--- src/rtl/lin_wake_pkg.sv ---
package lin_wake_pkg;

  typedef enum logic [1:0] {
    MODE_NORMAL = 2'b00,
    MODE_STOP   = 2'b01,
    MODE_SLEEP  = 2'b10,
    MODE_RSVD   = 2'b11
  } pwr_mode_e;

  function automatic logic is_low_power(input logic [1:0] m);
    return (m == MODE_STOP) || (m == MODE_SLEEP);
  endfunction

endpackage

--- src/rtl/lin_wake_sync.sv ---
module lin_wake_sync #(
  parameter int STAGES    = 2,
  parameter bit RESET_VAL = 1'b1
) (
  input  logic clk,
  input  logic rst,
  input  logic d_i,
  output logic q_o
);

  logic [STAGES-1:0] chain_q;

  generate
    if (STAGES == 1) begin : g_single
      always_ff @(posedge clk) begin
        if (rst) chain_q <= RESET_VAL;
        else     chain_q <= d_i;
      end
    end else begin : g_multi
      always_ff @(posedge clk) begin
        if (rst) chain_q <= {STAGES{RESET_VAL}};
        else     chain_q <= {chain_q[STAGES-2:0], d_i};
      end
    end
  endgenerate

  assign q_o = chain_q[STAGES-1];

endmodule

--- src/rtl/lin_wake_timer.sv ---
module lin_wake_timer #(
  parameter int MIN_DOM_CYCLES = 50000
) (
  input  logic clk,
  input  logic rst,
  input  logic enable_i,
  input  logic bus_s_i,
  output logic hit_o
);

  localparam int CW = $clog2(MIN_DOM_CYCLES + 1);
  localparam logic [CW-1:0] CNT_MAX = CW'(MIN_DOM_CYCLES);

  logic [CW-1:0] cnt_q;
  logic          armed_q;

  // armed: recessive seen since detection was enabled
  always_ff @(posedge clk) begin
    if (rst || !enable_i) begin
      armed_q <= 1'b0;
      cnt_q   <= '0;
    end else begin
      armed_q <= armed_q | bus_s_i;
      if (bus_s_i)
        cnt_q <= '0;
      else if (armed_q && cnt_q != CNT_MAX)
        cnt_q <= cnt_q + 1'b1;
    end
  end

  assign hit_o = enable_i && armed_q && bus_s_i && (cnt_q == CNT_MAX);

endmodule

--- src/rtl/lin_wake_ctrl.sv ---
module lin_wake_ctrl
  import lin_wake_pkg::*;
(
  input  logic       clk,
  input  logic       rst,
  input  logic [1:0] mode_i,
  input  logic       rx_only_i,
  input  logic       src_clr_i,
  input  logic       bus_s_i,
  input  logic       hit_i,
  output logic       det_en_o,
  output logic       tx_en_o,
  output logic       rxd_o,
  output logic       wake_irq_o,
  output logic       wake_rst_o,
  output logic       wake_src_o
);

  logic lp, lp_q, entry, rxo_lat_q, rxo_eff;

  assign lp       = is_low_power(mode_i);
  assign entry    = lp && !lp_q;
  assign rxo_eff  = entry ? rx_only_i : rxo_lat_q;
  assign det_en_o = lp && !rxo_eff;

  always_ff @(posedge clk) begin
    if (rst) begin
      lp_q      <= 1'b0;
      rxo_lat_q <= 1'b0;
    end else begin
      lp_q      <= lp;
      rxo_lat_q <= lp ? rxo_eff : 1'b0;
    end
  end

  always_ff @(posedge clk) begin
    if (rst) begin
      tx_en_o    <= 1'b0;
      rxd_o      <= 1'b1;
      wake_irq_o <= 1'b0;
      wake_rst_o <= 1'b0;
      wake_src_o <= 1'b0;
    end else begin
      tx_en_o    <= !lp && !rx_only_i;
      if (!lp || (mode_i == MODE_STOP && rxo_eff))
        rxd_o <= bus_s_i;
      else
        rxd_o <= 1'b1;
      wake_irq_o <= hit_i && (mode_i == MODE_STOP);
      wake_rst_o <= hit_i && (mode_i == MODE_SLEEP);
      wake_src_o <= hit_i || (wake_src_o && !src_clr_i);
    end
  end

endmodule

--- src/rtl/lin_wake_detector.sv ---
module lin_wake_detector #(
  parameter int MIN_DOM_CYCLES = 50000,
  parameter int SYNC_STAGES    = 2
) (
  input  logic       clk,
  input  logic       rst,
  input  logic       bus_rx_i,
  input  logic [1:0] mode_i,
  input  logic       rx_only_i,
  input  logic       src_clr_i,
  output logic       tx_en_o,
  output logic       rxd_o,
  output logic       wake_irq_o,
  output logic       wake_rst_o,
  output logic       wake_src_o
);

  logic bus_s, det_en, hit;

  lin_wake_sync #(.STAGES(SYNC_STAGES), .RESET_VAL(1'b1)) u_sync (
    .clk (clk),
    .rst (rst),
    .d_i (bus_rx_i),
    .q_o (bus_s)
  );

  lin_wake_timer #(.MIN_DOM_CYCLES(MIN_DOM_CYCLES)) u_timer (
    .clk      (clk),
    .rst      (rst),
    .enable_i (det_en),
    .bus_s_i  (bus_s),
    .hit_o    (hit)
  );

  lin_wake_ctrl u_ctrl (
    .clk        (clk),
    .rst        (rst),
    .mode_i     (mode_i),
    .rx_only_i  (rx_only_i),
    .src_clr_i  (src_clr_i),
    .bus_s_i    (bus_s),
    .hit_i      (hit),
    .det_en_o   (det_en),
    .tx_en_o    (tx_en_o),
    .rxd_o      (rxd_o),
    .wake_irq_o (wake_irq_o),
    .wake_rst_o (wake_rst_o),
    .wake_src_o (wake_src_o)
  );

endmodule

--- config.mk ---
export PLATFORM = sky130hd
export DESIGN_NAME = lin_wake_detector
export DESIGN_NICKNAME = d
export VERILOG_FILES = /design/src/rtl/lin_wake_pkg.sv /design/src/rtl/lin_wake_sync.sv /design/src/rtl/lin_wake_timer.sv /design/src/rtl/lin_wake_ctrl.sv /design/src/rtl/lin_wake_detector.sv
export SDC_FILE = /design/constraint.sdc
export NUM_CORES = 1
export LEC_CHECK = 0
export BUFFER_PORTS_ARGS = -buffer_cell sky130_fd_sc_hd__buf_4
export CAP_MARGIN = 10
export CORE_UTILIZATION = 60
export CTS_CLUSTER_DIAMETER = 150
export CTS_CLUSTER_SIZE = 14
export DETAILED_ROUTE_END_ITERATION = 6
export PLACE_DENSITY = 0.81
export SLEW_MARGIN = 20
export SYNTH_ARGS = -nofsm -noshare
export SYNTH_HDL_FRONTEND = slang
export SYNTH_SLANG_ARGS = --single-unit
--- constraint.sdc ---
create_clock -name clk -period 2.9 [get_ports clk]
set_input_delay 0.145 -clock clk [delete_from_list [all_inputs] [get_ports clk]]
set_output_delay 0.145 -clock clk [all_outputs]
set_load 0.01 [all_outputs]
==> flow_summary.yaml, run 1 <==
timing:
  slew_headroom: 0.582
  fmax_mhz: 546
  worst_pin_slew_ns: 0.627
  final_max_slew_viol_count: 0
  setup-tns-final_ns: 0
  finClkSkew_ns: 0.00278
  rsz0062_at_grt: "no"
  setup_viol: 0
  hold_violations: 0
  finalWorstPathRequiredPeriod_ns: 1.83
  period_share: 0.632
route:
  post-route-drc-count: 0
  drtAntennaViolNets: 0
  num_vias: 903
  drtIter0Drc: 8
  dr.pass1.iters: 4
  wl_per_cell_um: 13.1
  wl_um: 2140
  avgViaCountPerCell: 5.54
clock_network:
  clock_latency_ns: 0.33
  cts-resized-gates: 0
  root_buffer: "clkbuf_4"
  clk_pin_slew_worst_paths_ns: 0.14
  cts_max_level: 1
  clock_sinks: 26
  cts_buffers: 3
  cts_buffer_depth: 2
  cts_tree: "done"
cells_and_area:
  post-route-util: 0.752
  final_layout_size_suffix_gt1_frac: 0.181
  final_nets: 150
  areaGrowthSynthToFinish_pct: 13.8
  diodes: 0
  final_common_cell: "dfxtp_1"
  final_cell_mix: "dfxtp_1, nor2_1, buf_4"
floorplanning:
  die_h_um: 46.3
  start_util: 0.661
  core_um2: 1780
  die_x_um: 46.3
  design.portCount: 12
  num_rows: 15
  die_area_um2: 2150
synthesis:
  yosysSeqAreaShare: 0.442
  synth_area_leaders: "dfxtp_1, ha_1, or3_1"
  syn_inst: 123
  syn_nets: 134
  synth_edf_count: 0
  ys.flop_type: "dfxtp_1"
  syn_avg_cell_area_um2: 9.58
  synth_top_area_cell: "dfxtp_1"
  yosysWarnings: 0
  ys_seq_elements: 26
  netlist.area_leader.share: 0.442
  ys_types: 36
  netlist_area_um2: 1180
  async_reset_ff_frac: 0
critical_path:
  startpoint: "u_timer.cnt_q[3]$_SDFFE_PP0P_"
  cp-start-kind: "flop"
  r2r-start: "u_timer.cnt_q[3]$_SDFFE_PP0P_"
  cp.arrival_ns: 2.04
  critical_path.max_fanout: 5
  cp.required_ns: 3.11
  worstSetupPathType: "reg -> reg"
  end_kind: "flop"
global_route:
  grt_use_met2: 0.333
  use_met3: 0.0353
  grt.busiest_layer: "met1"
  antenna_found_initial: 0
  grt.met1_usage: 0.336
  grt_pass1_vias: 789
  grt_max_degree: 17
  grt_pass1_wl_um: 3460
  track_usage: 0.237
  overflow: 0
run:
  maxCapViolations: 0
pwr:
  power_density_nw_per_um2: 435
  peakVddDrop_mv: 0.357
  leakagePower_nw: 0.467
  fin_total_pwr_w: 0.000583
status:
  status: "finished, final reports clean"
placed_design:
  gp_congestion: 0.776
  dp_hpwl_um: 1520
  port_buffers: 11
hold_path:
  min-delay-start: "rst"
  worst_hold_path_type: "in -> reg"
-- where the power goes --
part | total (W) | internal (W) | switching [W]
Sequential | 0.000367 | 0.000363 | 0.00000413
Clock | 0.000184 | 0.0000770 | 0.000107
Combinational | 0.0000319 | 0.0000180 | 0.0000139
-- synthesized netlist by cell type, types with 2 or more instances --
library cell and count:
a21oi_1 8, and2_1 3, clkbuf_1 2, dfxtp_1 26, ha_1 4, inv_1 6, mux2i_1 3, nand2_1 7
nand3_1 2, nand4_1 3, nor2_1 11, nor3_1 3, nor3b_1 2, o21ai_0 6, o31ai_1 2, or2_2 4
or3_1 7, or4_1 2, xnor2_1 3, xor2_1 3
-- timing repair --
| action | in CTS | in global routing |
|---|---|---|
| hold endpoints to repair | 2 | 0 |
| setup buffers | 0 | 0 |
| hold buffers | 2 | 0 |
-- path summary, 6_finish.rpt --
kind                                                      end  depth (start not counted)  slack (ns)
worst max-delay path            u_timer.cnt_q[1]$_SDFFE_PP0P_                          4        1.07
worst min-delay path              u_ctrl.rxo_lat_q$_SDFF_PP0_                          2        0.03
worst max register to register  u_timer.cnt_q[1]$_SDFFE_PP0P_                          4        1.07
worst min register to register   u_sync.chain_q[1]$_SDFF_PP1_                          1        0.43
-- critical path, cell delays in order (launching register included) --
cell	delay (ns)
dfxtp_1	0.40
or4_4	0.60
o41ai_2	0.41
mux2i_1	0.25
nor2_1	0.05
-- logic make-up after synthesis --
family	after synthesis	synth area share
flops	26	0.442
buf+inv	8	0.0255
simple gates	55	0.286
mux	4	0.0350
fa+ha+maj	4	0.0425
compound gates	20	0.125
xor+xnor	6	0.0446
-- final cells by class --
class / count / area [um2]
Fill cell: 142 / 442
Timing Repair Buffer: 13 / 103
Tap cell: 25 / 31.3
Clock buffer: 4 / 36.3
Inverter: 6 / 22.5
Multi-Input combinational cell: 89 / 628
Sequential cell: 26 / 520
-- layer usage --
metal	wire, um	part of all wire
met1	1130	0.53
met2	911	0.43
met3	41	0.019
met4	53	0.025
met5	0	0
-- metrics by stage --
step	setup slack (ns)	cells	area [um2]	hold slack (ns)
3_3_place_gp	1.16	157	1280	0.333
4_1_cts	1.06	163	1340	0.0274
2_1_floorplan	1.26	123	1180	0.220
6_report	1.07	163	1340	0.0316
5_1_grt	0.770	163	1340	0.0281
3_5_place_dp	1.08	157	1280	0.336
-- state kept, by name, indices dropped and copies added, names as in the netlist --
name,flops
u_ctrl.wake_irq_o,1
u_ctrl.tx_en_o,1
u_sync.chain_q,2
u_ctrl.rxd_o,1
u_ctrl.lp_q,1
u_ctrl.rxo_lat_q,1
u_timer.armed_q,1
u_timer.cnt_q,16
u_ctrl.wake_rst_o,1
u_ctrl.wake_src_o,1
Note: power is estimated with default switching activity, not from simulation.
==> run 2: changes to the inputs <==
Settings changed: CORE_UTILIZATION 60 to 56, PLACE_DENSITY 0.81 to 0.76.
Clock period 2.9 ns to 1.9 ns, I/O delays scaled along.
==> run 2 against run 1 <==
Worst hold slack improved by 0.12 ns. Routed wire length rose by 1.7%. Critical endpoint is now u_timer.cnt_q[15]$_SDFFE_PP0P_. Power rose by 70%. Utilization fell by 4.1 points. Design area rose by 4.0%. Sequential power rose by 52%. Highest routed layer unchanged. First-iteration DRC count rose to 2.9 times the previous value. Critical path depth did not move.
==> flow_summary.yaml, run 2 (synthesis results as in run 1) <==
status:
  status: "finished, final reports clean"
hold_path:
  min-delay-start: "mode_i[1]"
  worst_hold_path_type: "in -> reg"
  holdPathEnd: "u_ctrl.rxo_lat_q$_SDFF_PP0_"
  hold_depth: 3
global_route:
  grt_max_degree: 17
  grt_pass1_vias: 744
  antenna_found_initial: 0
  overflow: 0
  track_usage: 0.215
  grt_pass1_wl_um: 3350
timing:
  setup_slack_ns: 0.106
  slew_headroom: 0.645
  finClkSkew_ns: 0.00186
  setup_viol: 0
  finalWorstPathRequiredPeriod_ns: 1.79
  fmax_mhz: 557
  rsz0062_at_grt: "no"
  whs_ns: 0.151
  hold_violations: 0
  final_max_slew_viol_count: 0
  setup-tns-final_ns: 0
  period_share: 0.944
  worst_pin_slew_ns: 0.519
floorplanning:
  die_x_um: 47.9
  num_rows: 16
  die_h_um: 47.9
  start_util: 0.601
  design.portCount: 12
  core_um2: 1960
  die_area_um2: 2290
critical_path:
  regToRegEndpoint: "u_timer.cnt_q[15]$_SDFFE_PP0P_"
  rrSetupSlack_ns: 0.11
  cp.arrival_ns: 2.06
  worstSetupPathType: "reg -> reg"
  cp-start-kind: "flop"
  r2r-start: "u_timer.cnt_q[3]$_SDFFE_PP0P_"
  cp.required_ns: 2.16
  critical_path.max_fanout: 8
  r2r_cells: 4
  end_kind: "flop"
cells_and_area:
  fill_cells: 159
  largest_reg_flops: 16
  largest-register: "u_timer.cnt_q"
  reg_top3: "u_timer.cnt_q: 16 flops, u_sync.chain_q: 2 flops"
  fin_area_um2: 1400
  final_layout_size_suffix_gt1_frac: 0.190
  final_cell_mix: "dfxtp_1, buf_4, nor2_1"
  final_common_cell: "dfxtp_1"
  diodes: 0
  stdcell_count: 169
  areaGrowthSynthToFinish_pct: 18.4
  final_nets: 154
clock_network:
  cts_tree: "done"
  cts_setup_buffers: 0
  cts_max_level: 1
  hold_buffers: 4
  clock_latency_ns: 0.32
  cts_buffer_depth: 2
  clock_sinks: 26
  cts-resized-gates: 0
  clk_pin_slew_worst_paths_ns: 0.14
  cts_buffers: 3
  root_buffer: "clkbuf_4"
pwr:
  peakVddDrop_mv: 0.675
  leakagePower_nw: 0.494
  power_density_nw_per_um2: 710
route:
  drtAntennaViolNets: 0
  num_vias: 942
  drtIter0Drc: 23
  wl_um: 2170
  top_layer: "met4"
  avgViaCountPerCell: 5.57
  wl_met1_um: 1110
  dr_wl_met3_um: 84
  met2_length_um: 926
  dr.pass1.iters: 4
  wl_per_cell_um: 12.9
  post-route-drc-count: 0
placed_design:
  port_buffers: 11
  dp_hpwl_um: 1540
  dp_cells: 161
  pre_cts_ws_ns: 0.165
  gp_congestion: 0.836
  placed_cell_area_um2: 1300
run:
  maxCapViolations: 0
[run 2: cell types whose count changed in the layout (fill, tap and decap cells not counted), sizes merged]
cell,change
buf,+2
dlygate4sd3,+2
clkbuf,-1
bufinv,+1
[run 2: layout make-up]
| class | count | area (um2) | area share |
|---|---|---|---|
| clock buffers | 3 | 22.5 | 0.0161 |
| clock inverters | 1 | 30.0 | 0.0215 |
| inverters | 6 | 22.5 | 0.0161 |
| multi-input cells | 89 | 628 | 0.450 |
| flip-flops and latches | 26 | 520 | 0.373 |
| well taps | 27 | 33.8 | 0.0242 |
| repair buffers | 17 | 138 | 0.0987 |
[run 2: worst max path at each step]
stage | slack [ns] | end | startpoint
5_1_grt | 0.03 | u_timer.cnt_q[15]$_SDFFE_PP0P_ | u_timer.cnt_q[2]$_SDFFE_PP0P_
6_report | 0.11 | u_timer.cnt_q[15]$_SDFFE_PP0P_ | u_timer.cnt_q[3]$_SDFFE_PP0P_
3_3_place_gp | 0.19 | u_timer.cnt_q[1]$_SDFFE_PP0P_ | u_timer.cnt_q[3]$_SDFFE_PP0P_
2_1_floorplan | 0.26 | u_timer.cnt_q[15]$_SDFFE_PP0P_ | u_timer.cnt_q[2]$_SDFFE_PP0P_
4_1_cts | 0.13 | u_timer.cnt_q[15]$_SDFFE_PP0P_ | u_timer.cnt_q[3]$_SDFFE_PP0P_
3_5_place_dp | 0.16 | u_timer.cnt_q[1]$_SDFFE_PP0P_ | u_timer.cnt_q[3]$_SDFFE_PP0P_
[run 2: metrics by stage]
step | util | total power, W
floorplan | - | 0.000597
global placement | 0.664 | 0.000619
global route | 0.711 | 0.00102
detailed placement | 0.664 | 0.000621
CTS | 0.711 | 0.000994
finish | 0.711 | 0.000991
[run 2: power by group]
part / internal (W) / switching (W) / total (W)
Clock: 0.000213 / 0.000161 / 0.000375
Sequential: 0.000553 / 0.00000389 / 0.000557
Combinational: 0.0000329 / 0.0000259 / 0.0000587
[run 2: critical path, cell delays in order, from the launching register on]
cell	delay, ns
dfxtp_1	0.50
nand4_4	0.17
or4b_4	0.58
or3_1	0.36
a21oi_1	0.14
[run 2: metal layers]
layer | up-vias | global-route usage
li1 | 480 | -
met1 | 435 | 0.300
met2 | 21 | 0.311
met3 | 6 | 0.0453
met4 | 0 | 0.106
met5 | - | 0
==> run 3: changes to the inputs <==
Settings changed: CORE_UTILIZATION 56 to 60, PLACE_DENSITY 0.76 to 0.81.
Clock period 1.9 ns to 2.13 ns, I/O delays scaled along.
==> run 3 against run 2 <==
Sequential power fell by 10%. Via count up 0.32%. Die area down 6.4%. Worst hold slack improved by 0.012 ns. Largest cell class unchanged. Critical path type unchanged. Clock power shrank 35%. Global-route usage up 1.1 points. Utilization rose by 5.7 points. Combinational power is 20% lower. Critical path depth unchanged. Maximum frequency decreased by 1.1%. Non-clock buffer count is 1 lower. First-iteration DRC count rose by 43%.
==> flow_summary.yaml, run 3 (synthesis results as in run 1) <==
route:
  wl_per_cell_um: 13.0
  dr.pass1.iters: 4
  avgViaCountPerCell: 5.69
  post-route-drc-count: 0
  drtIter0Drc: 33
  num_vias: 945
  drtAntennaViolNets: 0
  wl_um: 2160
pwr:
  power_density_nw_per_um2: 576
  leakagePower_nw: 0.482
  peakVddDrop_mv: 0.417
floorplanning:
  die_area_um2: 2150
  core_um2: 1780
  design.portCount: 12
  die_h_um: 46.3
  start_util: 0.661
  num_rows: 15
  die_x_um: 46.3
cells_and_area:
  final_layout_size_suffix_gt1_frac: 0.184
  final_cell_mix: "dfxtp_1, buf_4, nor2_1"
  diodes: 0
  stdcell_count: 166
  fin_area_um2: 1370
  final_nets: 153
  final_common_cell: "dfxtp_1"
  largest-register: "u_timer.cnt_q"
  largest_reg_flops: 16
  reg_top3: "u_timer.cnt_q: 16 flops, u_sync.chain_q: 2 flops"
  areaGrowthSynthToFinish_pct: 16.1
critical_path:
  end_kind: "flop"
  rrSetupSlack_ns: 0.32
  worstPathCellList: "and3_1 > or4b_4 > or3_1 > a21oi_1"
  cp_num_buf_inv: 0
  worst_path_max_delay_cell: "or4b_4"
  r2r-start: "u_timer.armed_q$_SDFF_PP0_"
  cp.required_ns: 2.39
  cp.arrival_ns: 2.07
  r2r_cells: 4
  regToRegEndpoint: "u_timer.cnt_q[15]$_SDFFE_PP0P_"
  max_stage_delay_ns: 0.51
  worstSetupPathType: "reg -> reg"
  cp-start-kind: "flop"
  path_delay_family: "simple AND/OR/NAND/NOR gates"
  critical_path.max_fanout: 7
run:
  maxCapViolations: 0
hold_path:
  holdPathEnd: "u_ctrl.rxo_lat_q$_SDFF_PP0_"
  min-delay-start: "mode_i[1]"
  worst_hold_path_type: "in -> reg"
  hold_depth: 3
global_route:
  antenna_found_initial: 0
  track_usage: 0.226
  grt_max_degree: 17
  overflow: 0
  grt_pass1_vias: 793
  grt_pass1_wl_um: 3470
clock_network:
  clk_pin_slew_worst_paths_ns: 0.14
  clock_latency_ns: 0.31
  root_buffer: "clkbuf_4"
  cts_setup_buffers: 0
  cts_tree: "done"
  cts_max_level: 1
  cts_buffer_depth: 2
  cts-resized-gates: 0
  cts_buffers: 3
  clock_sinks: 26
timing:
  setup_viol: 0
  slew_headroom: 0.641
  rsz0062_at_grt: "no"
  finClkSkew_ns: 0.0102
  worst_pin_slew_ns: 0.525
  period_share: 0.852
  hold_violations: 0
  finalWorstPathRequiredPeriod_ns: 1.81
  setup_slack_ns: 0.316
  fmax_mhz: 551
  final_max_slew_viol_count: 0
  setup-tns-final_ns: 0
placed_design:
  port_buffers: 11
  pre_cts_ws_ns: 0.369
  gp_congestion: 0.837
  dp_cells: 158
  placed_cell_area_um2: 1290
  dp_hpwl_um: 1620
status:
  status: "finished, final reports clean"
run 3: cell count changes in the layout (fill, tap and decap cells not counted):
cell / before / now
bufinv_16: 1 / 0
clkbuf_8: 0 / 1
buf_4: 13 / 12
run 3: per-stage QoR:
stage	util	power, W	hold slack [ns]
floorplan	-	0.000533	0.182
global placement	0.725	0.000549	0.291
detailed placement	0.725	0.000551	0.293
CTS	0.768	0.000796	0.150
global route	0.768	0.000820	0.161
finish	0.768	0.000789	0.163
run 3: how the worst max path moves through the flow:
stage                                                end  slack [ns]                           from  cells past startpoint
after global routing      u_timer.cnt_q[15]$_SDFFE_PP0P_        0.21     u_timer.armed_q$_SDFF_PP0_                      4
after global placement    u_timer.cnt_q[15]$_SDFFE_PP0P_        0.40  u_timer.cnt_q[3]$_SDFFE_PP0P_                      4
after CTS                 u_timer.cnt_q[15]$_SDFFE_PP0P_        0.34     u_timer.armed_q$_SDFF_PP0_                      4
after detailed placement  u_timer.cnt_q[15]$_SDFFE_PP0P_        0.37     u_timer.armed_q$_SDFF_PP0_                      4
final                     u_timer.cnt_q[15]$_SDFFE_PP0P_        0.32     u_timer.armed_q$_SDFF_PP0_                      4
after floorplan           u_timer.cnt_q[15]$_SDFFE_PP0P_        0.49  u_timer.cnt_q[2]$_SDFFE_PP0P_                      4
run 3: worst register-to-register path: stages, from the launching register on:
cell	delay [ns]
dfxtp_1	0.46
and3_1	0.28
or4b_4	0.51
or3_1	0.35
a21oi_1	0.15
run 3: metal layers:
layer	track usage	share of wire
met1	0.316	0.48
met2	0.361	0.47
met3	0.0471	0.042
met4	0.0353	0.0065
met5	0	0
run 3: layout make-up:
type / instances / area, um2
Multi-Input combinational cell: 89 / 628
Timing Repair Buffer: 16 / 130
Sequential cell: 26 / 520
Tap cell: 25 / 31.3
Clock buffer: 4 / 36.3
Fill cell: 119 / 414
Inverter: 6 / 22.5
run 3: where the power goes:
part | internal [W] | total [W] | switching [W]
Sequential | 0.000494 | 0.000499 | 0.00000569
Clock | 0.000104 | 0.000242 | 0.000138
Combinational | 0.0000272 | 0.0000469 | 0.0000197
run 3: repair_timing:
action / CTS / global route
setup endpoints to repair: 0 / 0
hold buffers: 4 / 0
endpoints found under the hold margin: 3 / 0
